File: config.mk
export PLATFORM = sky130hd
export DESIGN_NAME = vclk_gen
export DESIGN_NICKNAME = d
export VERILOG_FILES = /design/src/rtl/vclk_pkg.sv /design/src/rtl/vclk_selector.sv /design/src/rtl/vclk_timer.sv /design/src/rtl/vclk_drive.sv /design/src/rtl/vclk_gen.sv
export SDC_FILE = /design/constraint.sdc
export NUM_CORES = 1
export LEC_CHECK = 0
export BUFFER_PORTS_ARGS = -buffer_cell sky130_fd_sc_hd__buf_2
export CORE_UTILIZATION = 44
export CTS_CLUSTER_SIZE = 12
export DETAILED_ROUTE_END_ITERATION = 16
export GPL_ROUTABILITY_DRIVEN = 0
export HOLD_SLACK_MARGIN = 0.12
export PLACE_DENSITY = 0.75
export SETUP_SLACK_MARGIN = 0.1
export SYNTH_ARGS = -nofsm -noshare
export SYNTH_HDL_FRONTEND = slang
export SYNTH_SLANG_ARGS = --single-unit
File: constraint.sdc
create_clock -name clk -period 3.9 [get_ports clk]
set_input_delay 0.195 -clock clk [delete_from_list [all_inputs] [get_ports clk]]
set_output_delay 0.195 -clock clk [all_outputs]
set_load 0.05 [all_outputs]
File: src/rtl/vclk_pkg.sv
package vclk_pkg;

  typedef enum logic {PH_LEAD = 1'b0, PH_TRAIL = 1'b1} half_e;

  // selects the second divider only in pattern mode with the bit set
  function automatic logic pick_alt(input logic pat_en, input logic pat_bit);
    return pat_en & pat_bit;
  endfunction

  // a half period ends once the count has reached the limit
  function automatic logic half_over(input logic [31:0] cnt, input logic [31:0] lim);
    return cnt >= lim;
  endfunction

  // next pattern index with wrap at the pattern width
  function automatic logic [31:0] next_index(input logic [31:0] idx, input logic [31:0] width);
    return (idx + 32'd1 >= width) ? 32'd0 : idx + 32'd1;
  endfunction

endpackage

File: src/rtl/vclk_selector.sv
module vclk_selector
  import vclk_pkg::*;
#(
  parameter int DIV_W = 16,
  parameter int PAT_W = 32,
  localparam int IDX_W = (PAT_W > 1) ? $clog2(PAT_W) : 1
) (
  input  logic             clk,
  input  logic             rst_n,
  input  logic             run,
  input  logic             cycle_end,
  input  logic             pat_en,
  input  logic [PAT_W-1:0] pattern,
  input  logic [DIV_W-1:0] div_a,
  input  logic [DIV_W-1:0] div_b,
  output logic [DIV_W-1:0] cur_div,
  output logic [IDX_W-1:0] idx
);

  localparam bool_pow2 = (PAT_W == (1 << IDX_W));

  logic [IDX_W-1:0] idx_q;
  logic [IDX_W-1:0] idx_step;
  logic             use_alt;

  generate
    if (bool_pow2) begin : g_natural_wrap
      assign idx_step = idx_q + IDX_W'(1);
    end else begin : g_compare_wrap
      logic [31:0] nxt;
      assign nxt      = next_index(32'(idx_q), 32'(PAT_W));
      assign idx_step = nxt[IDX_W-1:0];
    end
  endgenerate

  always_ff @(posedge clk) begin
    if (!rst_n)         idx_q <= '0;
    else if (!run)      idx_q <= '0;
    else if (cycle_end) idx_q <= idx_step;
  end

  assign use_alt = pick_alt(pat_en, pattern[idx_q]);
  assign cur_div = use_alt ? div_b : div_a;
  assign idx     = idx_q;

endmodule

File: src/rtl/vclk_timer.sv
module vclk_timer
  import vclk_pkg::*;
#(
  parameter int DIV_W = 16
) (
  input  logic             clk,
  input  logic             rst_n,
  input  logic             run,
  input  logic [DIV_W-1:0] lim,
  output logic             toggle,
  output logic             cycle_end
);

  logic [DIV_W-1:0] cnt_q;
  half_e            ph_q;

  assign toggle    = run && half_over(32'(cnt_q), 32'(lim));
  assign cycle_end = toggle && (ph_q == PH_TRAIL);

  always_ff @(posedge clk) begin
    if (!rst_n || !run) begin
      cnt_q <= '0;
      ph_q  <= PH_LEAD;
    end else if (toggle) begin
      cnt_q <= '0;
      ph_q  <= (ph_q == PH_LEAD) ? PH_TRAIL : PH_LEAD;
    end else begin
      cnt_q <= cnt_q + DIV_W'(1);
    end
  end

endmodule

File: src/rtl/vclk_drive.sv
module vclk_drive (
  input  logic clk,
  input  logic rst_n,
  input  logic run,
  input  logic idle_level,
  input  logic toggle,
  output logic sclk,
  output logic rise_stb,
  output logic fall_stb
);

  logic sclk_q, rise_q, fall_q;

  always_ff @(posedge clk) begin
    if (!rst_n) begin
      sclk_q <= 1'b0;
      rise_q <= 1'b0;
      fall_q <= 1'b0;
    end else if (!run) begin
      sclk_q <= idle_level;
      rise_q <= 1'b0;
      fall_q <= 1'b0;
    end else begin
      sclk_q <= toggle ? ~sclk_q : sclk_q;
      rise_q <= toggle & ~sclk_q;
      fall_q <= toggle & sclk_q;
    end
  end

  assign sclk     = sclk_q;
  assign rise_stb = rise_q;
  assign fall_stb = fall_q;

endmodule

File: src/rtl/vclk_gen.sv
module vclk_gen #(
  parameter int DIV_W = 16,
  parameter int PAT_W = 32
) (
  input  logic             clk,
  input  logic             rst_n,
  input  logic             xfer_run,
  input  logic             pat_en,
  input  logic             idle_level,
  input  logic [DIV_W-1:0] div_base,
  input  logic [DIV_W-1:0] div_alt,
  input  logic [PAT_W-1:0] sel_pattern,
  output logic             sclk,
  output logic             rise_stb,
  output logic             fall_stb
);

  localparam int IDX_W = (PAT_W > 1) ? $clog2(PAT_W) : 1;

  logic [DIV_W-1:0] cur_div;
  logic [IDX_W-1:0] pat_idx;
  logic             half_toggle;
  logic             cycle_end;

  vclk_selector #(.DIV_W(DIV_W), .PAT_W(PAT_W)) u_sel (
    .clk(clk), .rst_n(rst_n), .run(xfer_run), .cycle_end(cycle_end),
    .pat_en(pat_en), .pattern(sel_pattern), .div_a(div_base), .div_b(div_alt),
    .cur_div(cur_div), .idx(pat_idx)
  );

  vclk_timer #(.DIV_W(DIV_W)) u_tmr (
    .clk(clk), .rst_n(rst_n), .run(xfer_run), .lim(cur_div),
    .toggle(half_toggle), .cycle_end(cycle_end)
  );

  vclk_drive u_drv (
    .clk(clk), .rst_n(rst_n), .run(xfer_run), .idle_level(idle_level),
    .toggle(half_toggle), .sclk(sclk), .rise_stb(rise_stb), .fall_stb(fall_stb)
  );

endmodule

==> results_dict.tcl, run 1 <==
set metrics [dict create \
    syn_area_um2 1867 \
    root_buffer "clkbuf_8" \
    stdcell_count 326 \
    dr_total_vias 1784 \
    grt_max_degree 17 \
    crit_path_top_delay_cell "mux4_1" \
    ant_nets 0 \
    die_area_um2 4507 \
    reg2reg_depth 13 \
    grtUsageTotal_pct 19.69 \
    critical_path.max_fanout 7 \
    p_sw_share_pct 26.26 \
    avgRoutedWirePerCell_um 14.05 \
    synth_ff_type "dfxtp_1" \
    leakage_nw 1.102 \
    synth_cell_type_count 38 \
    path_cells "mux4_1 -> mux2_2 -> o311ai_4 -> buf_4 -> a21oi_4 -> mux2i_1 -> ha_1 -> a21oi_1 -> o21ai_1 -> a221oi_2 -> a31oi_1 -> and3b_1 -> a311o_1" \
    combPwrFrac_pct 19.6 \
    ys_seq_area_share_pct 26.81 \
    die_height_um 67.14 \
    design_area_um2 2474 \
    end_kind "flop" \
    nNetsFinal 364 \
    power_density_nw_per_um2 212.4 \
    fmax_mhz 272.1 \
    synth_enable_flop_cells 0 \
    r2r-end "u_drv.sclk$_SDFFE_PN0P_" \
    p_clk_share_pct 31.4 \
    antenna_found_initial 0 \
    core_area_um2 4029 \
    portBuffers 71 \
    yosysMostFrequentCell "dfxtp_1" \
    finalCritPeriodShare_pct 94.24 \
    p_sw_w 0.0001380 \
    seqPwrFrac_pct 49.0 \
    highest_layer "met4" \
    r2r-start "u_sel.idx[1]$_SDFFE_PN0P_" \
    slew_headroom_pct 71.17 \
    synth_cells 193 \
    tns_ns 0 \
    ys_async_sr_fraction_pct 0 \
    antenna_cells 0 \
    critPathMaxStageDelay_ns 0.54 \
    min_path_cells 2 \
    die_w_um 67.14 \
    crit_path_start_kind "flop" \
    drtPass1Iterations 4 \
    ys_warn_count 0 \
    clk_pin_slew_ns 0.09 \
    place_inst 312 \
    wl_met2_mm 2.462 \
    hold_viol 0 \
    cts_made_buffers 3 \
    synth_common_cells "dfxtp_1 (25), nor2_1 (24), ha_1 (18), mux2i_1 (18), nand2_1 (16)" \
    drt_wl_total_mm 4.581 \
    syn_nets 280 \
    multi_input_area_um2 1376 \
    finalClockSkew_ns 0.009700 \
    drv_slew 0 \
    avgSynthCellArea_um2 9.672 \
    netlist_top_cells_area "dfxtp_1 (27%), ha_1 (12%), mux2i_1 (9.7%)" \
    drv_cap 0 \
    finalSetupViolCount 0 \
    reg2reg_slack_ns 0.22 \
    synth_top_area_cell "dfxtp_1" \
    period_minus_slack_ns 3.675 \
    drive_gt1_share_pct 40.22 \
    crit_path_end "u_drv.sclk$_SDFFE_PN0P_" \
    clock_path_buffers 2 \
    clock_latency_ns 0.28 \
    seqCellArea_um2 505.5 \
    area_delta_synth_final_pct 32.51 \
    min_path_type "primary input to flop" \
    status "completed" \
    irDropWorstVdd_uv 135.4 \
    whs_ns 0.1804 \
    cts_tree "built" \
    worst_pin_slew_ns 0.4318 \
    overflow 0 \
    grt_pass1_vias 1560 \
    critical_path_required_ns 4.07 \
    ys_seq_elements 25 \
    via_per_inst 5.472 \
    yosys.area.top_type_share_pct 26.81 \
    worstPathArrival_ns 3.84 \
    met1_length_mm 1.842 \
    startpoint "u_sel.idx[1]$_SDFFE_PN0P_" \
    hpwl_mm 3.439 \
    nFillCells 348 \
    drt_iter0_markers 107 \
    grt_pass1_wl_mm 6.630 \
    numClockSinks 25 \
    path_class "flop to flop" \
    num_rows 23 \
    start_util_pct 46.34 \
    io_pins 72 \
    internal_power_w 0.0003873 \
    htree_levels 1 \
    holdBufCountCts 0 \
    rsz0062_at_grt "no" \
    placed_cell_area_um2 2276 \
    drc 0 \
    wl_met3_um 229 \
]
worst min-delay path by stage:
stage	from	to	slack, ns
finish	idle_level	u_drv.sclk$_SDFFE_PN0P_	0.18
global route	idle_level	u_drv.sclk$_SDFFE_PN0P_	0.19
CTS	idle_level	u_drv.sclk$_SDFFE_PN0P_	0.18
detailed placement	idle_level	u_drv.sclk$_SDFFE_PN0P_	0.46
global placement	u_tmr.cnt_q[0]$_SDFF_PP0_	u_tmr.cnt_q[0]$_SDFF_PP0_	0.46
floorplan	rst_n	u_drv.fall_stb$_SDFF_PN0_	0.35
power groups by stage:
stage | combinational (W) | sequential, W | clock [W]
3_5_place_dp | 0.0000920 | 0.000264 | 0
3_3_place_gp | 0.0000893 | 0.000264 | 0
2_1_floorplan | 0.0000468 | 0.000266 | 0
4_1_cts | 0.0000978 | 0.000258 | 0.000168
6_report | 0.000103 | 0.000258 | 0.000165
5_1_grt | 0.000111 | 0.000258 | 0.000181
cells in the final DEF, fill, tap and decap left out, types with 2 or more instances in the layout:
cell	n
buf_2	71
nor2_1	24
dfxtp_1	23
mux2i_1	18
ha_1	18
nand2_1	16
buf_4	14
xor2_1	12
nand3_1	10
mux4_2	6
a21oi_1	6
inv_1	5
and4_1	5
nand4_1	4
xnor2_1	4
nor2b_1	3
a31oi_1	3
and3_1	3
clkbuf_8	3
mux2_2	2
mux4_1	2
o311ai_4	2
a21oi_4	2
o21ai_1	2
a31o_2	2
through the flow:
step | utilization, % | power (W) | setup slack, ns
after global placement | 56.49 | 0.0003536 | 0.1003
after floorplan | - | 0.0003129 | 0.1741
after global routing | 61.40 | 0.0005502 | 0.06474
after detailed placement | 56.49 | 0.0003563 | 0.02831
final | 61.40 | 0.0005253 | 0.2248
after CTS | 59.60 | 0.0005234 | 0.1028
per-layer routing:
metal	track usage [%]	vias to the layer above
li1	-	885
met4	6.915	0
met3	3.547	6
met2	37.50	52
met5	0	-
met1	21.43	841
sequential cells by signal, indices dropped and copies added, names as in the netlist:
signal / count
u_tmr.ph_q: 1
u_tmr.cnt_q: 16
u_drv.sclk: 1
u_sel.idx: 5
u_drv.fall_stb: 1
u_drv.rise_stb: 1
worst max-delay path: cells and delay by family (launching register included):
kind | cells | cell delay [ns]
adders and majority gates | 1 | 0.34
buffers and inverters | 1 | 0.20
DFF | 1 | 0.38
muxes | 3 | 1.01
AOI/OAI and AO/OA | 7 | 1.41
and+or+nand+nor | 1 | 0.23
area by class of cell:
| cell class | instances | share of cell area (%) |
|---|---|---|
| Clock buffer | 3 | 1.669 |
| Clock inverter | 1 | 0.3541 |
| Inverter | 5 | 0.7587 |
| Multi-Input combinational cell | 157 | 55.64 |
| Sequential cell | 25 | 20.44 |
| Tap cell | 50 | 2.529 |
| Timing Repair Buffer | 85 | 18.61 |
kinds of logic (layout without fill, tap and decap cells):
| group | after synthesis | count (layout) | synth area share, % |
|---|---|---|---|
| flip-flops | 25 | 25 | 26.81 |
| adder cells (fa/ha/maj) | 18 | 18 | 12.06 |
| buffers and inverters | 12 | 94 | 3.485 |
| multiplexers | 29 | 29 | 21.51 |
| AND/OR/NAND/NOR | 69 | 69 | 17.90 |
| XOR/XNOR | 16 | 16 | 7.506 |
| AO/OA/AOI/OAI | 24 | 25 | 10.72 |
repair_timing:
action	4_1_cts	5_1_grt
buffers inserted	6	3
setup endpoints to repair	2	21
pin swaps	4	5
cloned	1	0
resized for setup	5	10
Power figures use the tool's default switching activity.
==> run 2, diff against run 1 <==
- CORE_UTILIZATION: 44 -> 45
- SYNTH_HIERARCHICAL: default -> 1
==> results_dict.tcl, run 2 <==
set metrics [dict create \
    crit_path_start_kind "flop" \
    drtPass1Iterations 6 \
    p_clk_share_pct 29.8 \
    largest-register "u_tmr/cnt_q" \
    path_class "flop to flop" \
    rsz0062_at_grt "no" \
    nNetsFinal 378 \
    min_path_type "primary input to flop" \
    ys_async_sr_fraction_pct 0 \
    grt_pass1_vias 1658 \
    tns_ns 0 \
    die_height_um 68.97 \
    ys_warn_count 6 \
    critical_path_required_ns 4.07 \
    leakage_nw 1.183 \
    grtUsageTotal_pct 18.94 \
    grt_pass1_wl_mm 6.768 \
    avgRoutedWirePerCell_um 12.14 \
    hpwl_mm 3.343 \
    yosys.area.top_type_share_pct 24.80 \
    clock_path_buffers 2 \
    synthAdderAreaFrac_pct 11.16 \
    synthSimpleGateAreaFrac_pct 19.22 \
    irDropWorstVdd_uv 142.1 \
    power_density_nw_per_um2 207.4 \
    clk_pin_slew_ns 0.09 \
    root_buffer "clkbuf_8" \
    p_sw_share_pct 25.02 \
    cts_tree "built" \
    synth_cell_type_count 42 \
    whs_ns 0.1984 \
    nFillCells 388 \
    worst_pin_slew_ns 0.4221 \
    synth_cells 214 \
    power.total_w 0.0005232 \
    antenna_cells 0 \
    synth_compound_gate_area_share_pct 8.555 \
    ys_seq_area_share_pct 24.80 \
    die_w_um 68.97 \
    design_area_um2 2522 \
    finalClockSkew_ns 0.005383 \
    dr_total_vias 1765 \
    p_sw_w 0.0001309 \
    drv_slew 0 \
    final_common_cell "buf_2" \
    yosysMostFrequentCell "nor2_1" \
    avgSynthCellArea_um2 9.431 \
    via_per_inst 5.191 \
    slew_headroom_pct 71.82 \
    synth_enable_flop_cells 0 \
    area_delta_synth_final_pct 24.98 \
    status "completed" \
    drt_iter0_markers 34 \
    synth_common_cells "nor2_1 (27), dfxtp_1 (25), inv_1 (23)" \
    drt_wl_total_mm 4.127 \
    num_rows 23 \
    numClockSinks 25 \
    syn_area_um2 2018 \
    portBuffers 71 \
    overflow 0 \
    antenna_found_initial 0 \
    worstPathArrival_ns 3.77 \
    finalSetupViolCount 0 \
    grt_max_degree 17 \
    placed_cell_area_um2 2435 \
    final_cell_mix "buf_2 (71), nor2_1 (27), inv_1 (23), dfxtp_1 (23), ha_1 (18)" \
    setup_slack_ns 0.2982 \
    syn_nets 301 \
    dp_slack_ns 0.1397 \
    combPwrFrac_pct 20.9 \
    ys_seq_elements 25 \
    drv_cap 0 \
    hold_viol 0 \
    end_kind "flop" \
    period_minus_slack_ns 3.602 \
    io_pins 72 \
    internal_power_w 0.0003923 \
    clock_latency_ns 0.27 \
    core_area_um2 4144 \
    drive_gt1_share_pct 39.66 \
    synth_top_area_cell "dfxtp_1" \
    cts_made_buffers 3 \
    die_area_um2 4757 \
    holdBufCountCts 0 \
    largest_reg_flops 16 \
    seqPwrFrac_pct 49.3 \
    synth_ff_type "dfxtp_1" \
    htree_levels 1 \
    finalCritPeriodShare_pct 92.35 \
    critical_path.max_fanout 9 \
    ant_nets 0 \
    fmax_mhz 277.6 \
    synthMuxAreaShare_pct 21.20 \
    synth_top_family_by_area "multiplexers" \
    synth_xor_area_share_pct 8.246 \
    netlist_top_cells_area "dfxtp_1 (25%), ha_1 (11%), mux2_4 (7.4%)" \
    drc 0 \
    start_util_pct 48.70 \
]
[run 2: cell types whose count changed after synthesis, moves of 4 or more]
cell / delta
mux2i_1: -15
a31oi_1: -4
mux2_2: +5
mux4_2: -4
mux2_4: +10
xnor2_1: +6
inv_1: +18
[run 2: what timing repair did]
action / CTS / global route
gates resized for setup: 0 / 9
setup buffers: 0 / 2
endpoints found under the setup margin: 0 / 24
[run 2: per-stage QoR]
step / util [%] / std cells
final: 60.87 / 340
after detailed placement: 58.76 / 334
after CTS: 59.87 / 338
after global placement: 58.76 / 334
after floorplan: - / 214
after global routing: 60.87 / 340
[run 2: power groups by stage]
stage	clock, W	sequential (W)	combinational, W
3_5_place_dp	0	0.000265	0.000108
6_report	0.000156	0.000258	0.000109
2_1_floorplan	0	0.000267	0.0000610
4_1_cts	0.000161	0.000259	0.000109
3_3_place_gp	0	0.000265	0.000106
5_1_grt	0.000168	0.000259	0.000123
[run 2: area by class of cell]
cell class / instances / area (um^2) / share of cell area, %
Sequential cell: 25 / 505.5 / 20.04
Tap cell: 50 / 62.56 / 2.480
Multi-Input combinational cell: 160 / 1398 / 55.41
Inverter: 23 / 86.33 / 3.423
Timing Repair Buffer: 78 / 424.2 / 16.82
Clock buffer: 3 / 41.29 / 1.637
Clock inverter: 1 / 5.005 / 0.1984
[run 2: routing by layer]
layer | GRT usage (%) | routed length (um) | up-vias
met5 | 0 | 0 | -
met4 | 3.316 | 10 | 0
met3 | 4.441 | 335 | 2
met2 | 38.35 | 2097 | 69
met1 | 19.40 | 1683 | 787
li1 | - | - | 907
[run 2: kinds of logic (layout without fill, tap and decap cells)]
logic type | after synthesis | count (layout)
buffers and inverters | 29 | 105
xor gates and xnor gates | 19 | 19
adders and majority gates | 18 | 18
and+or+nand+nor | 73 | 73
AOI/OAI and AO/OA | 21 | 21
muxes | 29 | 29
DFF | 25 | 25
[run 2: critical path, cell delays in order (launching register included)]
cell and delay [ns]:
dfxtp_4 0.39, buf_6 0.15, mux4_2 0.50, mux2i_1 0.17, nand2_1 0.11, nand4_4 0.11, mux2_2 0.34, ha_1 0.29
nand2b_4 0.13, a2111o_1 0.41, a32oi_2 0.24, nand2_1 0.09, and3_2 0.26, nand4_1 0.11, xor2_1 0.15, nor2_1 0.05
[run 2: worst paths after layout]
check | cells past startpoint | from | slack (ns) | end
max | 15 | u_sel/idx[0]$_SDFFE_PN0P_ | 0.30 | u_sel/idx[3]$_SDFFE_PN0P_
min | 3 | idle_level | 0.20 | u_drv/sclk$_SDFFE_PN0P_
max reg2reg | 15 | u_sel/idx[0]$_SDFFE_PN0P_ | 0.30 | u_sel/idx[3]$_SDFFE_PN0P_
min reg2reg | 1 | u_drv/sclk$_SDFFE_PN0P_ | 0.47 | u_drv/rise_stb$_SDFF_PN0_
